==> config.mk <==
export PLATFORM = sky130hd
export DESIGN_NAME = sinc5_decimator
export DESIGN_NICKNAME = d
export VERILOG_FILES = /design/src/rtl/sinc_pkg.sv /design/src/rtl/sinc_tick_div.sv /design/src/rtl/sinc_integ_chain.sv /design/src/rtl/sinc_comb_chain.sv /design/src/rtl/sinc5_decimator.sv
export SDC_FILE = /design/constraint.sdc
export NUM_CORES = 1
export LEC_CHECK = 0
export ABC_AREA = 1
export CORE_AREA = 2 2 250 227
export DETAILED_ROUTE_END_ITERATION = 12
export DIE_AREA = 0 0 252 229
export PLACE_DENSITY_LB_ADDON = 0.15
export SLEW_MARGIN = 20
export SYNTH_ARGS = -nofsm -noshare
export SYNTH_HDL_FRONTEND = slang
export SYNTH_SLANG_ARGS = --single-unit
export TNS_END_PERCENT = 5
==> constraint.sdc <==
create_clock -name clk -period 17.9 [get_ports clk]
set_clock_uncertainty 0.2 [all_clocks]
set_input_delay 3.58 -clock clk [delete_from_list [all_inputs] [get_ports clk]]
set_output_delay 3.58 -clock clk [all_outputs]
set_load 0.03 [all_outputs]
==> src/rtl/sinc_pkg.sv <==
package sinc_pkg;
    typedef enum logic {
        ST_FILL = 1'b0,
        ST_LIVE = 1'b1
    } settle_state_e;
endpackage

==> src/rtl/sinc_tick_div.sv <==
module sinc_tick_div #(
    parameter int DIV = 6
) (
    input  logic clk,
    input  logic rst_n,
    input  logic clr,
    output logic tick
);
    localparam int CW = $clog2(DIV);

    logic [CW-1:0] cnt_q;

    assign tick = (cnt_q == CW'(DIV - 1));

    always_ff @(posedge clk or negedge rst_n) begin
        if (!rst_n)
            cnt_q <= '0;
        else if (clr || tick)
            cnt_q <= '0;
        else
            cnt_q <= cnt_q + 1'b1;
    end
endmodule

==> src/rtl/sinc_integ_chain.sv <==
module sinc_integ_chain #(
    parameter int ORDER = 5,
    parameter int ACC_W = 32
) (
    input  logic                    clk,
    input  logic                    rst_n,
    input  logic                    clr,
    input  logic                    en,
    input  logic                    bit_in,
    output logic signed [ACC_W-1:0] acc_out
);
    logic signed [ACC_W-1:0] acc_q [ORDER];
    logic signed [ACC_W-1:0] acc_d [ORDER];
    logic signed [ACC_W-1:0] step;

    // 1 -> +1, 0 -> -1
    assign step = {{(ACC_W-1){~bit_in}}, 1'b1};

    for (genvar k = 0; k < ORDER; k++) begin : g_stage
        if (k == 0) begin : g_first
            assign acc_d[k] = acc_q[k] + step;
        end else begin : g_next
            assign acc_d[k] = acc_q[k] + acc_d[k-1];
        end

        always_ff @(posedge clk or negedge rst_n) begin
            if (!rst_n)
                acc_q[k] <= '0;
            else if (clr)
                acc_q[k] <= '0;
            else if (en)
                acc_q[k] <= acc_d[k];
        end
    end

    assign acc_out = acc_d[ORDER-1];
endmodule

==> src/rtl/sinc_comb_chain.sv <==
module sinc_comb_chain #(
    parameter int ORDER = 5,
    parameter int ACC_W = 32
) (
    input  logic                    clk,
    input  logic                    rst_n,
    input  logic                    clr,
    input  logic                    en,
    input  logic signed [ACC_W-1:0] din,
    output logic signed [ACC_W-1:0] dout
);
    logic signed [ACC_W-1:0] dly_q [ORDER];
    logic signed [ACC_W-1:0] sig   [ORDER+1];

    assign sig[0] = din;

    for (genvar k = 0; k < ORDER; k++) begin : g_stage
        assign sig[k+1] = sig[k] - dly_q[k];

        always_ff @(posedge clk or negedge rst_n) begin
            if (!rst_n)
                dly_q[k] <= '0;
            else if (clr)
                dly_q[k] <= '0;
            else if (en)
                dly_q[k] <= sig[k];
        end
    end

    assign dout = sig[ORDER];
endmodule

==> src/rtl/sinc5_decimator.sv <==
module sinc5_decimator #(
    parameter int ORDER  = 5,
    parameter int DEC    = 64,
    parameter int DIV    = 6,
    parameter int SETTLE = 5,
    parameter int OUT_W  = 24
) (
    input  logic             clk,
    input  logic             rst_n,
    input  logic             restart,
    input  logic             mod_bit,
    output logic             mod_tick,
    output logic             res_valid,
    output logic [OUT_W-1:0] result
);
    import sinc_pkg::*;

    localparam int LOG2DEC = $clog2(DEC);
    localparam int GROWTH  = ORDER * LOG2DEC;
    localparam int ACC_W   = GROWTH + 2;
    localparam int SHIFT   = GROWTH - (OUT_W - 1);
    localparam int SCW     = $clog2(SETTLE + 1);
    localparam int HI_CODE = 2**(OUT_W-1) - 1;
    localparam int LO_CODE = -(2**(OUT_W-1));

    logic                    tick;
    logic [LOG2DEC-1:0]      phase_q;
    logic                    dec_strobe;
    logic signed [ACC_W-1:0] integ_out;
    logic signed [ACC_W-1:0] comb_out;
    logic signed [ACC_W-1:0] scaled;
    logic [OUT_W-1:0]        clamped;
    settle_state_e           state_q, state_d;
    logic [SCW-1:0]          settle_q;
    logic                    last_fill;
    logic                    release_word;

    sinc_tick_div #(.DIV(DIV)) u_div (
        .clk   (clk),
        .rst_n (rst_n),
        .clr   (restart),
        .tick  (tick)
    );

    sinc_integ_chain #(.ORDER(ORDER), .ACC_W(ACC_W)) u_integ (
        .clk     (clk),
        .rst_n   (rst_n),
        .clr     (restart),
        .en      (tick),
        .bit_in  (mod_bit),
        .acc_out (integ_out)
    );

    always_ff @(posedge clk or negedge rst_n) begin
        if (!rst_n)
            phase_q <= '0;
        else if (restart)
            phase_q <= '0;
        else if (tick)
            phase_q <= phase_q + 1'b1;
    end

    assign dec_strobe = tick && (phase_q == LOG2DEC'(DEC - 1));

    sinc_comb_chain #(.ORDER(ORDER), .ACC_W(ACC_W)) u_comb (
        .clk   (clk),
        .rst_n (rst_n),
        .clr   (restart),
        .en    (dec_strobe),
        .din   (integ_out),
        .dout  (comb_out)
    );

    // Narrow to the output width and clamp at the code limits
    assign scaled = comb_out >>> SHIFT;

    always_comb begin
        if (scaled > signed'(ACC_W'(HI_CODE)))
            clamped = OUT_W'(HI_CODE);
        else if (scaled < signed'(ACC_W'(LO_CODE)))
            clamped = OUT_W'(LO_CODE);
        else
            clamped = scaled[OUT_W-1:0];
    end

    // Settling state machine
    assign last_fill = (settle_q == SCW'(SETTLE - 1));

    always_comb begin
        state_d = state_q;
        unique case (state_q)
            ST_FILL: if (dec_strobe && last_fill) state_d = ST_LIVE; // FILL_TO_LIVE
            ST_LIVE: state_d = ST_LIVE;
        endcase
        if (restart) state_d = ST_FILL;                          // ANY_TO_FILL
    end

    always_ff @(posedge clk or negedge rst_n) begin
        if (!rst_n)
            state_q <= ST_FILL;
        else
            state_q <= state_d;
    end

    assign release_word = dec_strobe && ((state_q == ST_LIVE) || last_fill);

    // Outputs and settle count
    always_ff @(posedge clk or negedge rst_n) begin
        if (!rst_n) begin
            settle_q  <= '0;
            res_valid <= 1'b0;
            result    <= '0;
        end else if (restart) begin
            settle_q  <= '0;
            res_valid <= 1'b0;
        end else begin
            res_valid <= release_word;
            if (release_word)
                result <= clamped;
            if (dec_strobe && (state_q == ST_FILL) && !last_fill)
                settle_q <= settle_q + 1'b1;
        end
    end

    assign mod_tick = tick;
endmodule

---- After elaboration in Yosys (flattened, before gate mapping) ----
Cells that the tools add are included.
Widths: inputs -> output; s select.
word-level totals
  bits in registers ....................... 358
  bits of input ports ..................... 4
  output and inout bits ................... 26
  logic and storage cells ................. 80
operators by class
  add/subtract/negate cells ............... 13
  order comparisons ....................... 2
  equal/unequal tests ..................... 3
  mux-type cells .......................... 31
  bitwise logic cells ..................... 3
  reductions and logical operators ........ 12
operators with widths
  cell                  count
  $mux 32               20
  $sub 32x32->32        5
  $add 32x32->32        4
  $mux 24               2
  $add 32x2->32         1
  $gt 25x24->1 const B  1
  $lt 25x24->1 const B  1
  $mux 6                2
  $mux 3                3
  $add 3x1->3 const B   2
  $add 6x1->6 const B   1
  $eq 3x3->1 const B    2
  $eq 6x6->1 const B    1
  $reduce_bool 2->1     3
  $logic_and 1x1->1     5
  $mux 1                3
  $not 1->1             3
  $logic_or 1x1->1      2
  $pmux 1 s2            1
  $reduce_and 2->1      1
  $logic_not 1->1       1

---- Depth between registers and ports, before layout ----
  depth in word-level cells ............... 14
  gate-level depth with buffers ........... 78
  depth with buffers taken out ............ 77

---- Modules after synthesis ----
From an unflattened synthesis, not the netlist that was laid out.
unflattened totals
  cells, all modules ...................... 3924
  area total of the unflattened synthesis .. 29917.4 µm²
by module, submodules not included
  module            times used  cells each  area each (µm²)  seq. area each (µm²)
  sinc_comb_chain   1           1945        14209.9          4003.8
  sinc_integ_chain  1           1743        13832.0          4003.8
  sinc5_decimator   1           218         1724.2           875.8
  sinc_tick_div     1           18          151.4            75.1

---- Worst setup path after synthesis ----
No wires, ideal clock.
  path kind ............................... input port to flip-flop
  start point ............................. input mod_bit
  end point ............................... register result[10]
  library setup time ...................... 0.120 ns
  arrival time ............................ 15.497 ns
  required time ........................... 17.580 ns
  path slack .............................. 2.082 ns
  cell stages on the path ................. 71
  buffers on the path ..................... 1
  cells stage by stage .................... inv_1 > ha_1 > a21oi_1 > nand2_1 > a21oi_1 > o21ai_1 > a21boi_1 > o21ai_0 > a21boi_0 > xor2_1 > inv_1 > ha_1 > a21oi_1 > o21ai_0 > a21oi_1 > nand2_1 > xor2_1 > ha_1 > [35 not listed] > ha_1 > a21oi_1 > a21boi_1 > xnor2_1 > ha_1 > nand2_1 > nor4_1 > a211oi_1 > nand2_1 > nand2_1 > o211ai_1 > xor2_1 > inv_1 > nand3_2 > nand3_2 > nand2_4 > buf_6 > a21oi_2
between the ends
  cells in the longest elaborated chain, start to end .. 14
  elaborated cells between the ends (all ways) .. 15
  those cells by class .................... 10 x add/sub; 2 x order compare; 2 x mux; 1 x bitwise
ends and longest elaborated chain
  what                           RTL line                source
  start: declaration             sinc5_decimator.sv:11   input logic mod_bit,
  $not 1->1 *                    sinc_integ_chain.sv:17  assign step = {{(ACC_W-1){~bit_in}}, 1'b1};
  $add 32x2->32 *                sinc_integ_chain.sv:21  assign acc_d[k] = acc_q[k] + step;
  $add 32x32->32 * (4 in a row)  sinc_integ_chain.sv:23  assign acc_d[k] = acc_q[k] + acc_d[k-1];
  $sub 32x32->32 * (5 in a row)  sinc_comb_chain.sv:18   assign sig[k+1] = sig[k] - dly_q[k];
  $lt 25x24->1                   sinc5_decimator.sv:80   else if (scaled < signed'(ACC_W'(LO_CODE)))
  $mux 24                        sinc5_decimator.sv:80
  $mux 24 *                      sinc5_decimator.sv:78   if (scaled > signed'(ACC_W'(HI_CODE)))
  end signal: assignment         sinc5_decimator.sv:119  result <= clamped;
  end: declaration               sinc5_decimator.sv:14   output logic [OUT_W-1:0] result
Every way passes the cells marked *; elsewhere a longest branch is shown, timed or not.
A chain may end at the register's enable or synchronous reset.

---- Worst setup path in the final report ----
Ends and elaborated chain as after synthesis.

==> impl_results.md <==
- Run status: finished clean
- Clk sink count: 358
- Ys Warns: 0
- Avg Cell Area, Syn: 8.09 um^2
- Vias: 22457
- Final setup fails: 0
- Post-synth ARST share: 100%
- Top-area cell type share of the netlist area: 32.8%
- CTS tree: done
- Maximum clock path buffer count: 3
- Total track usage: 21.5%
- DPL Wire Length: 44600 um
- Nets: 3738
- Reg clk slew, reported paths: 0.06 ns
- IO Pins: 30
- Crit path kind: in -> reg
- Die ar.: 57700 um^2
- Die height: 229 um
- Post-route setup slack: 1.16 ns
- Period utilisation layout: 93.5%
- Largest cells by area after synthesis: dfrtp_1 33%, ha_1 15%, nand2_1 8.5%
- Slowest stage cell, crit path: clkdlybuf4s50_1
- Fin crit period: 16.74 ns
- Number of global-route vias before repair: 21960
- Port buffer count: 29
- Synth area leader: dfrtp_1
- Crit path arrival time: 17.05 ns
- Core area: 55200 um^2
- Fmax: 59.7 MHz
- Max-cap violations: 0
- Gate Count Post-Synth: 3378
- Synth top cells by count: 616 x nand2_1, 508 x inv_1, 358 x dfrtp_1
- FP Rows: 82
- Mapped Area: 27300 um^2
- Vias per inst: 5.42
- Clock tree root driver cell: clkbuf_16
- Setup_tns: 0 ns
- Syn Nets: 3716
- Max H-tree Level: 2
- DRT iter0 DRCs: 1356
- RD Place Congestion: 0.921
- CP Launch Type: primary input
- Largest net degree at the start of global routing: 106
- Number of fillers in the final layout: 5171
- # diodes: 0
- Synth Area in XOR/XNOR: 9.27%
- Required @ worst endpoint: 18.21 ns
- First drt pass iteration count: 5
- Post-synthesis mux area share: 0%
- Most frequent cell after synthesis: nand2_1
- EDFF count, synth: 0
- Simple-gate share of the synthesized area: 13.8%
- Most Frequent Cell on Critical Path: nand2_1
- Routed Antenna Nets: 0
- Die W: 252 um
- Area Overhead vs Synth: 9.74%
- Pre-CTS setup slack: -0.000149 ns
- Seq/Total Area, Yosys: 32.8%
- Largest family of logic cells by synthesized area: compound AO/OA/AOI/OAI gates
- Total grt overflow: 0
- Initial antenna violation count: 0
- Max-slew violation count: 0
- Post-CTS Hold Buffers: 0
- Final hold violation count: 0
- Hold crit path type: reg -> reg
- Worst-Margin Slew: 1.02 ns
- Slew headroom: 32.2%
- Starting Density: 49.5%
- First-pass GRT wire length: 106000 um
- Seq cells post-synth: 358
- CP endpoint kind: flip-flop
- Layout cells sized above 1: 6.79%
- Top_reg_cell synth: dfrtp_1
- Clock Latency Late Sink: 0.58 ns
- Unique masters post-synth: 58
- Routed wire length: 62200 um
- Routed len/inst: 15.0 um
- Post-synthesis adder-cell area fraction: 15.5%
- Max stage delay on crit path: 0.52 ns
- Crit path max fanout: 23
- Compound-Gate Fraction of Synth Area: 20.4%
- CTS Buf Count: 44
- DR DRC count: 0
==> through the flow <==
stage	hold WS (ns)	util, %	instance area (um^2)	cells
finish	0.272	54.3	30000	4147
global route	0.300	54.3	30000	4147
CTS	0.269	54.0	29800	4143
detailed placement	0.262	51.4	28300	4064
global placement	0.249	51.4	28300	4064
floorplan	0.233	-	27300	3378
==> cells by family (layout without fill, tap and decap cells) <==
family / after synthesis / after routing
AOI/OAI and AO/OA: 919 / 919
xor gates and xnor gates: 289 / 289
adders and majority gates: 334 / 334
buffers and inverters: 583 / 636
DFF: 358 / 358
and+or+nand+nor: 895 / 897
==> layout make-up <==
type,instances,area [um^2],area share [%]
clock buffer,65,1300,4.34
clock inverter,14,133,0.442
inverter,509,1910,6.37
multi-input combinational,2439,16300,54.5
sequential,358,8960,29.9
tap,714,893,2.98
timing repair buffer,48,449,1.50
==> placed cells by master, fill, tap and decap left out, types with 29 or more instances in the layout <==
cell / n
nand2_1: 613
inv_1: 506
dfrtp_1: 358
ha_1: 324
a21oi_1: 320
o21ai_0: 206
xor2_1: 196
a22o_1: 92
xnor2_1: 90
nor2_1: 87
o22ai_1: 81
nand3_1: 70
clkbuf_16: 45
o21ai_1: 32
nand2_2: 32
o21bai_1: 30
a21oi_2: 29
==> timing repair <==
item                                    CTS  global route
gates resized for setup                   0            42
endpoints found under the setup margin    0            24
setup buffers                             0             2
==> path summary, 6_finish.rpt <==
kind,from,cells after the start,end,slack (ns)
min in group asynchronous,rst_n,1,res_valid$_DFF_PN0_,2.83
max,mod_bit,73,result[10]$_DFFE_PN0P_,1.16
max in group asynchronous,rst_n,3,u_integ.acc_q[123]$_DFFE_PN0N_,12.41
max reg2reg,u_integ.acc_q[128]$_DFFE_PN0N_,71,result[10]$_DFFE_PN0P_,4.35
min reg2reg,u_div.cnt_q[0]$_DFF_PN0_,1,u_div.cnt_q[0]$_DFF_PN0_,0.27
min,u_div.cnt_q[0]$_DFF_PN0_,1,u_div.cnt_q[0]$_DFF_PN0_,0.27
==> flip-flops by register name (all words and copies together), names as in the netlist <==
register and cells:
state_q 1, res_valid 1, u_div.cnt_q 3, phase_q 6, result 24, settle_q 3
u_comb.dly_q 160, u_integ.acc_q 160
==> metal layers <==
metal / part of all wire (%) / GRT usage [%] / vias to the layer above
li1: - / - / 11409
met1: 52 / 32.2 / 10663
met2: 42 / 32.8 / 320
met3: 3.9 / 3.00 / 65
met4: 1.5 / 4.90 / 0
met5: 0 / 0 / -
==> critical path: cells and delay by family <==
kind            cells  cell delay (ns)
compound gates     26             4.54
xor+xnor           10             2.08
fa+ha+maj          10             3.54
buf+inv            10             1.39
simple gates       17             1.88
Power is not shown: default switching activity piles up to over one toggle a cycle in this logic, so the estimate is an artifact.
